File: src/rtl/spi_nor_erase_seq.sv
module spi_nor_erase_seq #(
  parameter int ADDR_W = 24,
  parameter int LEN_W  = 25,
  parameter int TO_W   = 32,
  parameter int SL_W   = 5
) (
  input  logic              clk,
  input  logic              rst_n,
  input  logic              req_valid,
  input  logic [ADDR_W-1:0] req_addr,
  input  logic [LEN_W-1:0]  req_len,
  input  logic              cfg_small,
  input  logic [SL_W-1:0]   cfg_sect_log2,
  input  logic [1:0]        cfg_addr_bytes,
  input  logic [LEN_W-1:0]  cfg_dev_size,
  input  logic [TO_W-1:0]   cfg_timeout,
  output logic              busy,
  output logic              done,
  output logic              fail,
  output logic              err_timeout,
  output logic              tx_valid,
  output logic [7:0]        tx_data,
  output logic              tx_last,
  input  logic              tx_ready,
  input  logic              rx_valid,
  input  logic [7:0]        rx_data
);
  localparam int W = LEN_W + 1;

  typedef enum logic [1:0] {S_IDLE, S_SEND, S_WAIT} st_t;
  typedef enum logic [1:0] {PH_POLL, PH_WREN, PH_ERASE} ph_t;

  st_t              st;
  ph_t              ph;
  logic [1:0]       idx, nbytes_r, last_idx;
  logic [ADDR_W-1:0] cur_addr;
  logic [LEN_W-1:0] remain, esize;
  logic [7:0]       op_r, addr_byte;
  logic             chip_r;
  logic [TO_W-1:0]  to_cnt, timeout_r;

  wire [LEN_W-1:0] esize_w = cfg_small ? LEN_W'(4096) : (LEN_W'(1) << cfg_sect_log2);
  wire [LEN_W-1:0] emask   = esize_w - LEN_W'(1);
  wire [W-1:0]     end_w   = W'(req_addr) + W'(req_len);
  wire bad_req = (req_len == '0) || (end_w > W'(cfg_dev_size)) ||
                 ((req_len & emask) != '0) || ((LEN_W'(req_addr) & emask) != '0);
  wire whole   = (req_len == cfg_dev_size);

  wire [31:0] a32 = 32'(cur_addr);
  assign addr_byte = 8'(a32 >> {nbytes_r - idx, 3'b000});

  always_comb begin
    case (ph)
      PH_POLL:  last_idx = 2'd1;
      PH_WREN:  last_idx = 2'd0;
      default:  last_idx = chip_r ? 2'd0 : nbytes_r;
    endcase
    case (ph)
      PH_POLL:  tx_data = (idx == 2'd0) ? 8'h05 : 8'h00;
      PH_WREN:  tx_data = 8'h06;
      default:  tx_data = (idx == 2'd0) ? op_r : addr_byte;
    endcase
  end

  assign tx_valid = (st == S_SEND);
  assign tx_last  = (idx == last_idx);
  assign busy     = (st != S_IDLE);

  always_ff @(posedge clk or negedge rst_n) begin
    if (!rst_n) begin
      st <= S_IDLE; ph <= PH_POLL; idx <= '0; nbytes_r <= 2'd3;
      cur_addr <= '0; remain <= '0; esize <= '0; op_r <= '0; chip_r <= 1'b0;
      to_cnt <= '0; timeout_r <= '0;
      done <= 1'b0; fail <= 1'b0; err_timeout <= 1'b0;
    end else begin
      done <= 1'b0;
      fail <= 1'b0;
      if (busy && ph == PH_POLL && to_cnt != '1) to_cnt <= to_cnt + 1'b1;
      case (st)
        S_IDLE: if (req_valid) begin
          err_timeout <= 1'b0;
          if (bad_req) fail <= 1'b1;
          else begin
            st        <= S_SEND;
            ph        <= PH_POLL;
            idx       <= '0;
            to_cnt    <= '0;
            cur_addr  <= req_addr;
            remain    <= req_len;
            esize     <= esize_w;
            nbytes_r  <= cfg_addr_bytes;
            timeout_r <= cfg_timeout;
            chip_r    <= whole;
            op_r      <= whole ? 8'hC7 : (cfg_small ? 8'h20 : 8'hD8);
          end
        end
        S_SEND: if (tx_ready) st <= S_WAIT;
        default: if (rx_valid) begin
          st <= S_SEND;
          if (idx != last_idx) idx <= idx + 1'b1;
          else begin
            idx <= '0;
            case (ph)
              PH_POLL:
                if (!rx_data[0]) ph <= PH_WREN;
                else if (to_cnt >= timeout_r) begin
                  st <= S_IDLE; fail <= 1'b1; err_timeout <= 1'b1;
                end
              PH_WREN: ph <= PH_ERASE;
              default:
                if (chip_r || remain == esize) begin
                  st <= S_IDLE; done <= 1'b1;
                end else begin
                  cur_addr <= cur_addr + ADDR_W'(esize);
                  remain   <= remain - esize;
                  ph       <= PH_POLL;
                  to_cnt   <= '0;
                end
            endcase
          end
        end
      endcase
    end
  end

  a_r9_hold_stalled: assert property (@(posedge clk) disable iff (!rst_n)
    tx_valid && !tx_ready |=> tx_valid && $stable(tx_data) && $stable(tx_last));
  a_r9_one_outstanding: assert property (@(posedge clk) disable iff (!rst_n)
    tx_valid && tx_ready |=> !tx_valid);
  a_r10_end_pulse: assert property (@(posedge clk) disable iff (!rst_n)
    $fell(busy) |-> (done || fail));
  a_r10_exclusive: assert property (@(posedge clk) disable iff (!rst_n)
    !(done && fail));
  a_r8_flag_with_fail: assert property (@(posedge clk) disable iff (!rst_n)
    $rose(err_timeout) |-> fail);
  a_r9_no_tx_idle: assert property (@(posedge clk) disable iff (!rst_n)
    tx_valid |-> busy);
endmodule

File: config.mk
export PLATFORM = sky130hd
export DESIGN_NAME = spi_nor_erase_seq
export DESIGN_NICKNAME = d
export VERILOG_FILES = /design/src/rtl/spi_nor_erase_seq.sv
export SDC_FILE = /design/constraint.sdc
export NUM_CORES = 1
export LEC_CHECK = 0
export BUFFER_PORTS_ARGS = -buffer_cell sky130_fd_sc_hd__buf_2
export CAP_MARGIN = 25
export CORE_MARGIN = 8
export CORE_UTILIZATION = 40
export DETAILED_ROUTE_END_ITERATION = 10
export GPL_ROUTABILITY_DRIVEN = 0
export PLACE_DENSITY = 0.63
export SYNTH_ARGS = -nofsm -noshare
export SYNTH_HDL_FRONTEND = slang
export SYNTH_SLANG_ARGS = --single-unit
File: constraint.sdc
create_clock -name clk -period 2.9 [get_ports clk]
set_clock_uncertainty 0.15 [all_clocks]
set_input_delay 0.29 -clock clk [delete_from_list [all_inputs] [get_ports clk]]
set_output_delay 0.29 -clock clk [all_outputs]
set_load 0.02 [all_outputs]
* Yosys cells after proc, flatten, opt, wreduce, memory -nomap -nowiden
Cells that the tools add are included.
** Storage, ports and cells
- Register bits after elaboration :: 158
- Input bits :: 127
- Output and inout port bits :: 14
- Word-level logic and storage cells :: 141
** Operators by class
- Add/sub/neg operators :: 7
- Order comparisons :: 2
- Eq/ne operators :: 15
- Shift operators :: 2
- Mux-type cells :: 71
- Bitwise operators :: 4
- Reductions and logical operators :: 26
** Operators by type and width (count)
- $mux 32 :: 7
- $mux 25 :: 7
- $mux 24 :: 6
- $pmux 32 s2 :: 1
- $eq 25x25->1 :: 2
- $pmux 25 s2 :: 1
- $reduce_bool 25->1 :: 2
- $pmux 24 s2 :: 1
- $add 32x1->32 const B :: 1
- $ge 32x32->1 :: 1
- $ne 32x32->1 const B :: 1
- $add 24x25->26 :: 1
- $gt 26x25->1 :: 1
- $mux 2 :: 13
- $and 24x25->25 :: 1
- $and 25x25->25 :: 1
- $logic_not 25->1 :: 1
- $shl 1x5->25 const A :: 1
- $sub 25x1->25 const B :: 1
- $sub 25x25->25 :: 1
- $add 24x24->24 :: 1
- $mux 8 :: 3
- $shr 24x5->8 :: 1
- $mux 1 :: 22
- 23 further kinds :: 49

* Depth between registers and ports, before layout
Gate-level depths: netlist of the first run.
- Depth in word-level cells :: 10
- Gate-level depth with buffers :: 23
- Gate-level depth less buffers :: 21

* Worst setup path before layout of the first run
OpenSTA, ideal clock, no wires.
- Path kind :: input to register
- Start point :: in req_addr[3]
- End point :: reg cur_addr[10]
- Setup time :: 128 ps
- Data arrival time :: 4892 ps
- Data required time :: 2622 ps
- Slack :: -2270 ps
- Cell stages on the path :: 18
- Path buffers :: 1
- Path through :: ha_1 a21o_1 a21oi_1 a21oi_1 o22ai_1 o21ai_0 a211oi_1 o21ai_0 a31o_2 a311o_1 ha_1 o41a_1 a211o_1 o21ba_2 a311o_1 o21ai_4 buf_2 mux2_1
** On the way
- Cells in the longest elaborated chain, start to end :: 7
- Elaborated cells on any way between the ends :: 9
- Classes of those cells :: add/sub (1); order compare (1); eq/ne (1); bitwise (1); reduce/logical (5)
** Ends and longest elaborated chain
- from (decl) :: line 10 : input logic [ADDR_W-1:0] req_addr,
- $add 24x25->26 :: line 44 : wire [W-1:0] end_w = W'(req_addr) + W'(req_len);
- $gt 26x25->1 :: line 45 : wire bad_req = (req_len == '0) || (end_w > W'(cfg_dev_size)) ||
- $logic_or 1x1->1 (2 in a row) :: line 45
- $logic_or 1x1->1 * :: line 46 : ((req_len & emask) != '0) || ((LEN_W'(req_addr) & emask) != '0);
- $ne 2x2->1 (no source line) *
- $reduce_and 7->1 (no source line) *
- to (signal assigned) :: line 88 : cur_addr <= req_addr;
- to (signal assigned) :: line 114 : cur_addr <= cur_addr + ADDR_W'(esize);
- to (decl) :: line 36 : logic [ADDR_W-1:0] cur_addr;
Every way passes the cells marked *; elsewhere a longest branch is shown, timed or not.
A chain may end at the register's enable or synchronous reset.

* Worst setup path after layout of the first run
- Start point :: in req_addr[10]
- End point :: reg remain[19]
** On the way
- Cells in the longest elaborated chain, start to end :: 7
- Elaborated cells on any way between the ends :: 9
- Classes of those cells :: add/sub (1); order compare (1); eq/ne (1); bitwise (1); reduce/logical (5)
** Ends and longest elaborated chain
- $add 24x25->26 :: line 44
- $gt 26x25->1 :: line 45
- $logic_or 1x1->1 (2 in a row) :: line 45
- $logic_or 1x1->1 * :: line 46
- $ne 2x2->1 (no source line) *
- $reduce_and 7->1 (no source line) *
- to (signal assigned) :: line 89 : remain <= req_len;
- to (signal assigned) :: line 115 : remain <= remain - esize;
- to (decl) :: line 37 : logic [LEN_W-1:0] remain, esize;
Marks and branches as above.

==> results of run 1 <==
registers in the layout, summed over array words and instances (netlist names):
register	flops
ph	2
err_timeout	1
to_cnt	32
fail	1
remain	25
timeout_r	32
done	1
nbytes_r	2
cur_addr	24
op_r	4
idx	2
esize	25
st	2
synth_stat cells (all sizes together) (6+ instances only):
cell,count
nand3,43
o31ai,11
a31oi,32
o21bai,6
nor4,19
nor3,26
nand3b,11
nand2b,19
a21o,43
or3,16
xnor2,57
o22ai,8
ha,132
nor3b,8
buf,32
mux2i,11
nor2b,9
clkbuf,27
a211oi,22
inv,115
o211ai,10
a221oi,6
dfrtp,151
o21ai,127
and3,15
nand4,32
o21a,18
xor2,54
nand2,171
mux2,11
and4,11
nor2,175
a21oi,111
where the power goes:
group | internal [mW] | total (mW) | switching, mW
clock network | 1.35 | 2.32 | 0.969
logic | 3.42 | 7.41 | 3.99
registers | 2.68 | 3.28 | 0.605
area by class of cell:
class,instances,area [sq um],area share
multi-input combinational,1287,8980,0.481
tap,442,553,0.0296
inverter,115,434,0.0233
clock inverter,11,136,0.00731
sequential,153,3830,0.205
clock buffer,21,470,0.0252
timing repair buffer,531,4250,0.228
worst max-delay path: stages:
cell and delay (ps):
sky130_fd_sc_hd__buf_2 130, sky130_fd_sc_hd__ha_1 310, sky130_fd_sc_hd__a21o_1 180, sky130_fd_sc_hd__a21oi_1 240
sky130_fd_sc_hd__nand3_1 110, sky130_fd_sc_hd__a41oi_1 250, sky130_fd_sc_hd__o21ai_2 120, sky130_fd_sc_hd__a211oi_2 240
sky130_fd_sc_hd__o21ai_1 140, sky130_fd_sc_hd__a31o_2 260, sky130_fd_sc_hd__a311o_1 350, sky130_fd_sc_hd__ha_1 290
sky130_fd_sc_hd__o21ai_0 160, sky130_fd_sc_hd__nand2b_1 80, sky130_fd_sc_hd__o41a_1 120, sky130_fd_sc_hd__a211o_1 260
sky130_fd_sc_hd__o21ba_4 190, sky130_fd_sc_hd__a311o_2 430, sky130_fd_sc_hd__o21ai_4 190, sky130_fd_sc_hd__buf_4 150
sky130_fd_sc_hd__buf_4 160, sky130_fd_sc_hd__mux2_2 340
path summary, 6_finish.rpt:
path | endpoint | slack [ps] | depth (start not counted)
max | remain[19]$_DFFE_PN0P_ | -1920 | 22
min reg2reg | timeout_r[0]$_DFFE_PN0P_ | 370 | 1
max in group asynchronous | nbytes_r[0]$_DFFE_PN1P_ | 1410 | 3
max reg2reg | remain[24]$_DFFE_PN0P_ | -490 | 12
min | idx[1]$_DFFE_PN0P_ | 110 | 3
min in group asynchronous | timeout_r[25]$_DFFE_PN0P_ | 270 | 2
kinds of logic (layout without fill, tap and decap cells):
family | Yosys count | count (layout) | share of synthesized area
flops | 153 | 153 | 0.295
compound gates | 446 | 446 | 0.216
mux | 22 | 22 | 0.0180
fa+ha+maj | 135 | 135 | 0.132
simple gates | 573 | 573 | 0.210
xor+xnor | 111 | 111 | 0.0748
buf+inv | 174 | 678 | 0.0548
repair_timing:
| item | CTS | global route |
|---|---|---|
| hold buffers | 39 | 0 |
| gates cloned | 4 | 8 |
| buffers inserted | 8 | 23 |
| resized for setup | 62 | 116 |
| hold endpoints to repair | 95 | 0 |
| pin swaps | 7 | 34 |
| setup endpoints to repair | 157 | 158 |
layer usage:
layer / vias up / track usage
met5: - / 0
met4: 4 / 0.0949
met3: 98 / 0.0367
met2: 499 / 0.373
met1: 6641 / 0.310
li1: 6766 / -
==> summary.md, run 1 <==
| Metric | Value |
|---|---|
| Skew-Pair Late Insertion Delay | `around 440 ps` |
| Wire length of the first global-routing pass | `between 70,000 and 80,000 microns` |
| # fillers | `between 2k and 3k` |
| Worst supply voltage drop on vdd | `between 0.0004 and 0.0005 V` |
| Final Instance Count excl. Fillers | `between 2k and 3k` |
| Required time of the worst setup path | `between 3000 and 4000 ps` |
| Largest net degree at the start of global routing | `63` |
| Count of input and output buffers | `133` |
| Total count of hold-check failures in the final report | `0` |
| Share of synthesized area occupied by flip-flops and latches | `0.295` |
| Highest net fanout along the worst path | `6` |
| Final critical-path share of the clock period | `1.66` |
| Leakage | `9.01 nW` |
| Share of flip-flops with an asynchronous set or reset after synthesis | `1.00` |
| Remaining antenna violation count after routing | `0` |
| Crit path kind | `in -> reg` |
| DR pass1 iterations | `5` |
| Proportion of netlist area held by the largest area contributor | `0.291` |
| Clk sinks | `between 150 and 200` |
| Max-capacitance violation count | `0` |
| CTS Root Buffer Type | `sky130_fd_sc_hd__clkbuf_16` |
| Post-CTS clock slew at the launch and capture registers of the worst setup and hold paths | `~70 ps` |
| Leading cell type in the layout, fill and taps excluded | `sky130_fd_sc_hd__buf_4` |
| Top routing layer used | `met5` |
| Routed length on met3 | `between 2000 and 3000 microns` |
| Total standard cell area after synthesis | `roughly 13,000 sq um` |
| Die area | `38,500 sq um` |
| Source of the critical timing path | `req_addr[10]` |
| Critical Path Sink Type | `flop` |
| Post-place setup slack | `-2420 ps` |
| End-of-flow core utilization | `0.578` |
| RSZ-0062 raised after global routing | `true` |
| Max-slew headroom | `0.578` |
| Cell area power density | `roughly 700 nW/um^2` |
| Post-synthesis instance total | `approximately 1.6k` |
| Peak clock frequency supported by timing | `approximately 210 MHz` |
| Setup violation total in the final timing report | `between 150 and 200` |
| Setup WS post-layout | `-1920 ps` |
| Largest cells by area after synthesis | `sky130_fd_sc_hd__dfrtp_1 (29%), sky130_fd_sc_hd__ha_1 (13%), sky130_fd_sc_hd__nor2_1 (5.1%)` |
| Met1 routed wirelength after detailed routing | `about 20,000 microns` |
| Total half-perimeter wirelength after legalization and detailed placement | `roughly 35,000 microns` |
| Crit path launch type | `input pin` |
| ANT cells | `0` |
| Mean cell area of the mapped netlist | `8.05 sq um` |
| Total core area | `about 32,000 sq um` |
| Cell type contributing the most total cell area after synthesis | `sky130_fd_sc_hd__dfrtp_1` |
| Status | `finished, violations left` |
| Distinct cell type count of the synthesized netlist | `74` |
| Commonest non-fill, non-tap cells in the layout | `sky130_fd_sc_hd__buf_4 (321), sky130_fd_sc_hd__nand2_1 (157), sky130_fd_sc_hd__nor2_1 (151), sky130_fd_sc_hd__dfrtp_1 (151), sky130_fd_sc_hd__ha_1 (127)` |
| Violated checks | `negative setup slack` |
| Post-DP Area | `16,500 sq um` |
| Hold/Removal Path Class | `in -> reg` |
| Starting density of the core | `0.403` |
| Detail Route met2 WL | `approximately 22,000 microns` |
| Via count of the first global-routing pass | `roughly 14k` |
| Most used DFF post-synth | `sky130_fd_sc_hd__dfrtp_1` |
| Startpoint of the worst-slack reg-to-reg timing path | `esize[0]$_DFFE_PN0P_` |
| WP data arrival | `roughly 5000 ps` |
| Bufs on Longest Clock Path | `2` |
| Non-Filler Cell Area, Final | `18,700 sq um` |
| Number of flip-flops and latches in the synthesized netlist | `about 150` |
| Sum Neg Setup Slack | `-270,390 ps` |
| Drt first-iter violations | `about 1,000` |
| Drt wl/cell | `18.3 microns` |
| Hold_ws | `114 ps` |
| Clock buffers created by TritonCTS | `17` |
| H-Tree Depth | `4` |
| DRC | `0` |
| Number of nets in the final layout | `between 2k and 2.5k` |
| Worst Max-Slew Pin Slew | `between 600 and 700 ps` |
| Floorplan die height | `196 microns` |
| Placement row count | `66` |
| Synth Warn # | `0` |
| Congestion Overflow GR | `0` |
| Boundary pin count | `between 100 and 150` |
| Synthesis-to-layout area growth | `43.6%` |
| Number of placed instances with taps included | `between 2k and 2.5k` |
| Width of the die | `196 microns` |
| Share of post-route cells with drive strength above 1 | `0.310` |
| Global routing usage summed across all routing layers | `0.233` |
| Vias after detailed routing | `roughly 14k` |
| Final Max Tran Viols | `0` |
| Post-synth EDFFs | `0` |
| Net count of the mapped netlist | `1,876` |
| Startpoint of the worst hold path | `rx_valid` |
| Antenna violations before repair | `2` |
| Shortest period the worst path allows | `approximately 4800 ps` |
| TritonCTS clock tree | `done` |
| Final wirelength | `approximately 47,000 microns` |
| Sum of internal, switching and leakage power | `13.0 mW` |
| Vias per cell | `~5.5` |
No activity file was read; power rests on OpenSTA's default activity.
==> run 2: changes to the inputs <==
- CTS_CLUSTER_DIAMETER: unset -> 100
- SKIP_CTS_REPAIR_TIMING: unset -> 1
==> summary.md, run 2 (synthesis gave the netlist of run 1 again) <==
| Metric | Value |
|---|---|
| End-of-flow core utilization | `0.565 (-0.0134)` |
| Number of nets in the final layout | `2,350 (-0.72%)` |
| Sum of internal, switching and leakage power | `13.0 mW (-0.37%)` |
| Bufs on Longest Clock Path | `2 (unchanged)` |
| Crit path to | `cur_addr[10]$_DFFE_PN0P_` |
| Clk sinks | `153 (unchanged)` |
| Wire length of the first global-routing pass | `69,800 microns (-3.8%)` |
| Width of the die | `196 microns (unchanged)` |
| Largest registers in the final layout | `timeout_r: 32 flops, to_cnt: 32 flops` |
| Floorplan die height | `196 microns (unchanged)` |
| Skew-Pair Late Insertion Delay | `440 ps (about the same)` |
| Final wirelength | `45,700 microns (-2.2%)` |
| Count of input and output buffers | `133 (unchanged)` |
| Via count of the first global-routing pass | `13.2k (-3.4%)` |
| Die area | `38,500 sq um (unchanged)` |
| Vias after detailed routing | `13.8k (-1.3%)` |
| Post-DP Area | `16,500 sq um (unchanged)` |
| Peak clock frequency supported by timing | `209 MHz (+0.83%)` |
| Source of the critical timing path | `req_addr[10]` |
| H-Tree Depth | `4 (unchanged)` |
| Max-slew headroom | `0.577 (-0.00115)` |
| Largest net degree at the start of global routing | `63 (unchanged)` |
| Drt first-iter violations | `938 (-3.8%)` |
| Status | `finished, violations left` |
| Critical Path Sink Type | `flop` |
| Share of post-route cells with drive strength above 1 | `0.287 (-0.0227)` |
| Violated checks | `negative setup slack` |
| Clock buffers created by TritonCTS | `17 (unchanged)` |
| Synthesis-to-layout area growth | `40.3%` |
| Drt wl/cell | `18.0 microns (-1.6%)` |
| Length in cells of the worst reg-to-reg path | `12 (unchanged)` |
| Total count of hold-check failures in the final report | `0 (unchanged)` |
| Startpoint of the worst-slack reg-to-reg timing path | `esize[0]$_DFFE_PN0P_` |
| Final critical-path share of the clock period | `1.65 (-0.0136)` |
| CTS Root Buffer Type | `sky130_fd_sc_hd__clkbuf_16` |
| Total core area | `32,300 sq um (unchanged)` |
| Crit path kind | `in -> reg` |
| Hold/Removal Path Class | `in -> reg` |
| RSZ-0062 raised after global routing | `true` |
| Worst supply voltage drop on vdd | `0.000492 V (+7.0%)` |
| Total half-perimeter wirelength after legalization and detailed placement | `35,200 microns (unchanged)` |
| Post-CTS clock slew at the launch and capture registers of the worst setup and hold paths | `70 ps (about the same)` |
| Global routing usage summed across all routing layers | `0.224 (-0.00863)` |
| Remaining antenna violation count after routing | `0 (unchanged)` |
| Boundary pin count | `141 (unchanged)` |
| Congestion Overflow GR | `0 (unchanged)` |
| Max-capacitance violation count | `0 (unchanged)` |
| Starting density of the core | `0.403 (unchanged)` |
| Crit path launch type | `input pin` |
| Setup violation total in the final timing report | `156 (+0.65%)` |
| Reg-to-Reg End | `remain[24]$_DFFE_PN0P_` |
| Cell area power density | `711 nW/um^2 (+2.0%)` |
| Required time of the worst setup path | `3070 ps (about the same)` |
| Placement row count | `66 (unchanged)` |
| DR pass1 iterations | `5 (unchanged)` |
| Highest net fanout along the worst path | `9 (+3)` |
| # fillers | `2,929 (+2.6%)` |
| TritonCTS clock tree | `done` |
| Non-Filler Cell Area, Final | `18,200 sq um (-2.3%)` |
| Final Max Tran Viols | `0 (unchanged)` |
| Setup WS post-layout | `-1880 ps (+39.6 ps)` |
| Shortest period the worst path allows | `4780 ps (-39.6 ps)` |
| Commonest non-fill, non-tap cells in the layout | `sky130_fd_sc_hd__buf_4 (316), sky130_fd_sc_hd__nand2_1 (169), sky130_fd_sc_hd__nor2_1 (157), sky130_fd_sc_hd__dfrtp_1 (151), sky130_fd_sc_hd__ha_1 (127)` |
| Leading cell type in the layout, fill and taps excluded | `sky130_fd_sc_hd__buf_4` |
| Vias per cell | `5.44 (-0.62%)` |
| Worst Max-Slew Pin Slew | `634 ps (+1.72 ps)` |
| WP data arrival | `4950 ps (-40 ps)` |
| Leakage | `8.83 nW (-2.0%)` |
| DRC | `0 (unchanged)` |
| Setup slack of the most critical reg-to-reg path | `-510 ps (-20 ps)` |
| Antenna violations before repair | `2 (unchanged)` |
| ANT cells | `0 (unchanged)` |
-- run 2: metal layers --
layer,vias to the layer above,routed length [microns],GRT usage
met1,6504,19900,0.301
met4,4,1760,0.0940
met2,484,21000,0.354
li1,6726,-,-
met3,111,3000,0.0362
met5,-,22,0
-- run 2: power by group --
part           internal (mW)  switching [mW]  leakage [nW]
registers               2.68           0.600          1.70
clock network           1.35           0.964         0.297
logic                   3.40            3.97          6.83
-- run 2: final cells by class --
type                    count  area (sq um)  share of cell area
well taps                 442           553              0.0303
flip-flops and latches    153          3830               0.210
clock buffers              21           470              0.0258
repair buffers            514          3950               0.217
multi-input cells        1287          8860               0.486
inverters                 115           434              0.0238
clock inverters            11           136             0.00748
-- run 2: worst max-delay path, cell delays in order --
cell,delay [ps]
sky130_fd_sc_hd__buf_2,130
sky130_fd_sc_hd__ha_1,310
sky130_fd_sc_hd__a21o_1,180
sky130_fd_sc_hd__a21oi_1,240
sky130_fd_sc_hd__nand3_1,110
sky130_fd_sc_hd__a41oi_1,250
sky130_fd_sc_hd__o21ai_2,120
sky130_fd_sc_hd__a211oi_2,230
sky130_fd_sc_hd__buf_4,150
sky130_fd_sc_hd__o21bai_1,60
sky130_fd_sc_hd__a21oi_1,200
sky130_fd_sc_hd__xnor2_1,150
sky130_fd_sc_hd__ha_1,280
sky130_fd_sc_hd__nand3_1,100
sky130_fd_sc_hd__o211ai_1,80
sky130_fd_sc_hd__o41a_1,400
sky130_fd_sc_hd__a211o_1,250
sky130_fd_sc_hd__o21ba_2,190
sky130_fd_sc_hd__a311o_2,390
sky130_fd_sc_hd__o21ai_4,220
sky130_fd_sc_hd__buf_12,190
sky130_fd_sc_hd__buf_12,120
sky130_fd_sc_hd__mux2_4,290
-- run 2: metrics by stage --
step	std cells	setup slack (ps)	hold slack, ps	setup TNS (ps)
final	2543	-1880	36.2	-263390
after floorplan	1614	-1960	-156	-274160
after CTS	2480	-2000	-288	-281070
after global placement	2448	-2320	176	-332800
after global routing	2543	-2120	48.2	-303100
after detailed placement	2448	-2420	183	-347310
-- run 2: worst min path at each step --
stage	start	endpoint	slack, ps	depth (start not counted)
6_report	tx_ready	st[0]$_DFFE_PN0P_	40	3
5_1_grt	tx_ready	st[0]$_DFFE_PN0P_	50	3
4_1_cts	rst_n	done$_DFF_PN0_	-290	1
3_5_place_dp	rst_n	timeout_r[25]$_DFFE_PN0P_	180	1
3_3_place_gp	rst_n	timeout_r[26]$_DFFE_PN0P_	180	1
2_1_floorplan	rst_n	cur_addr[0]$_DFFE_PN0P_	-160	0
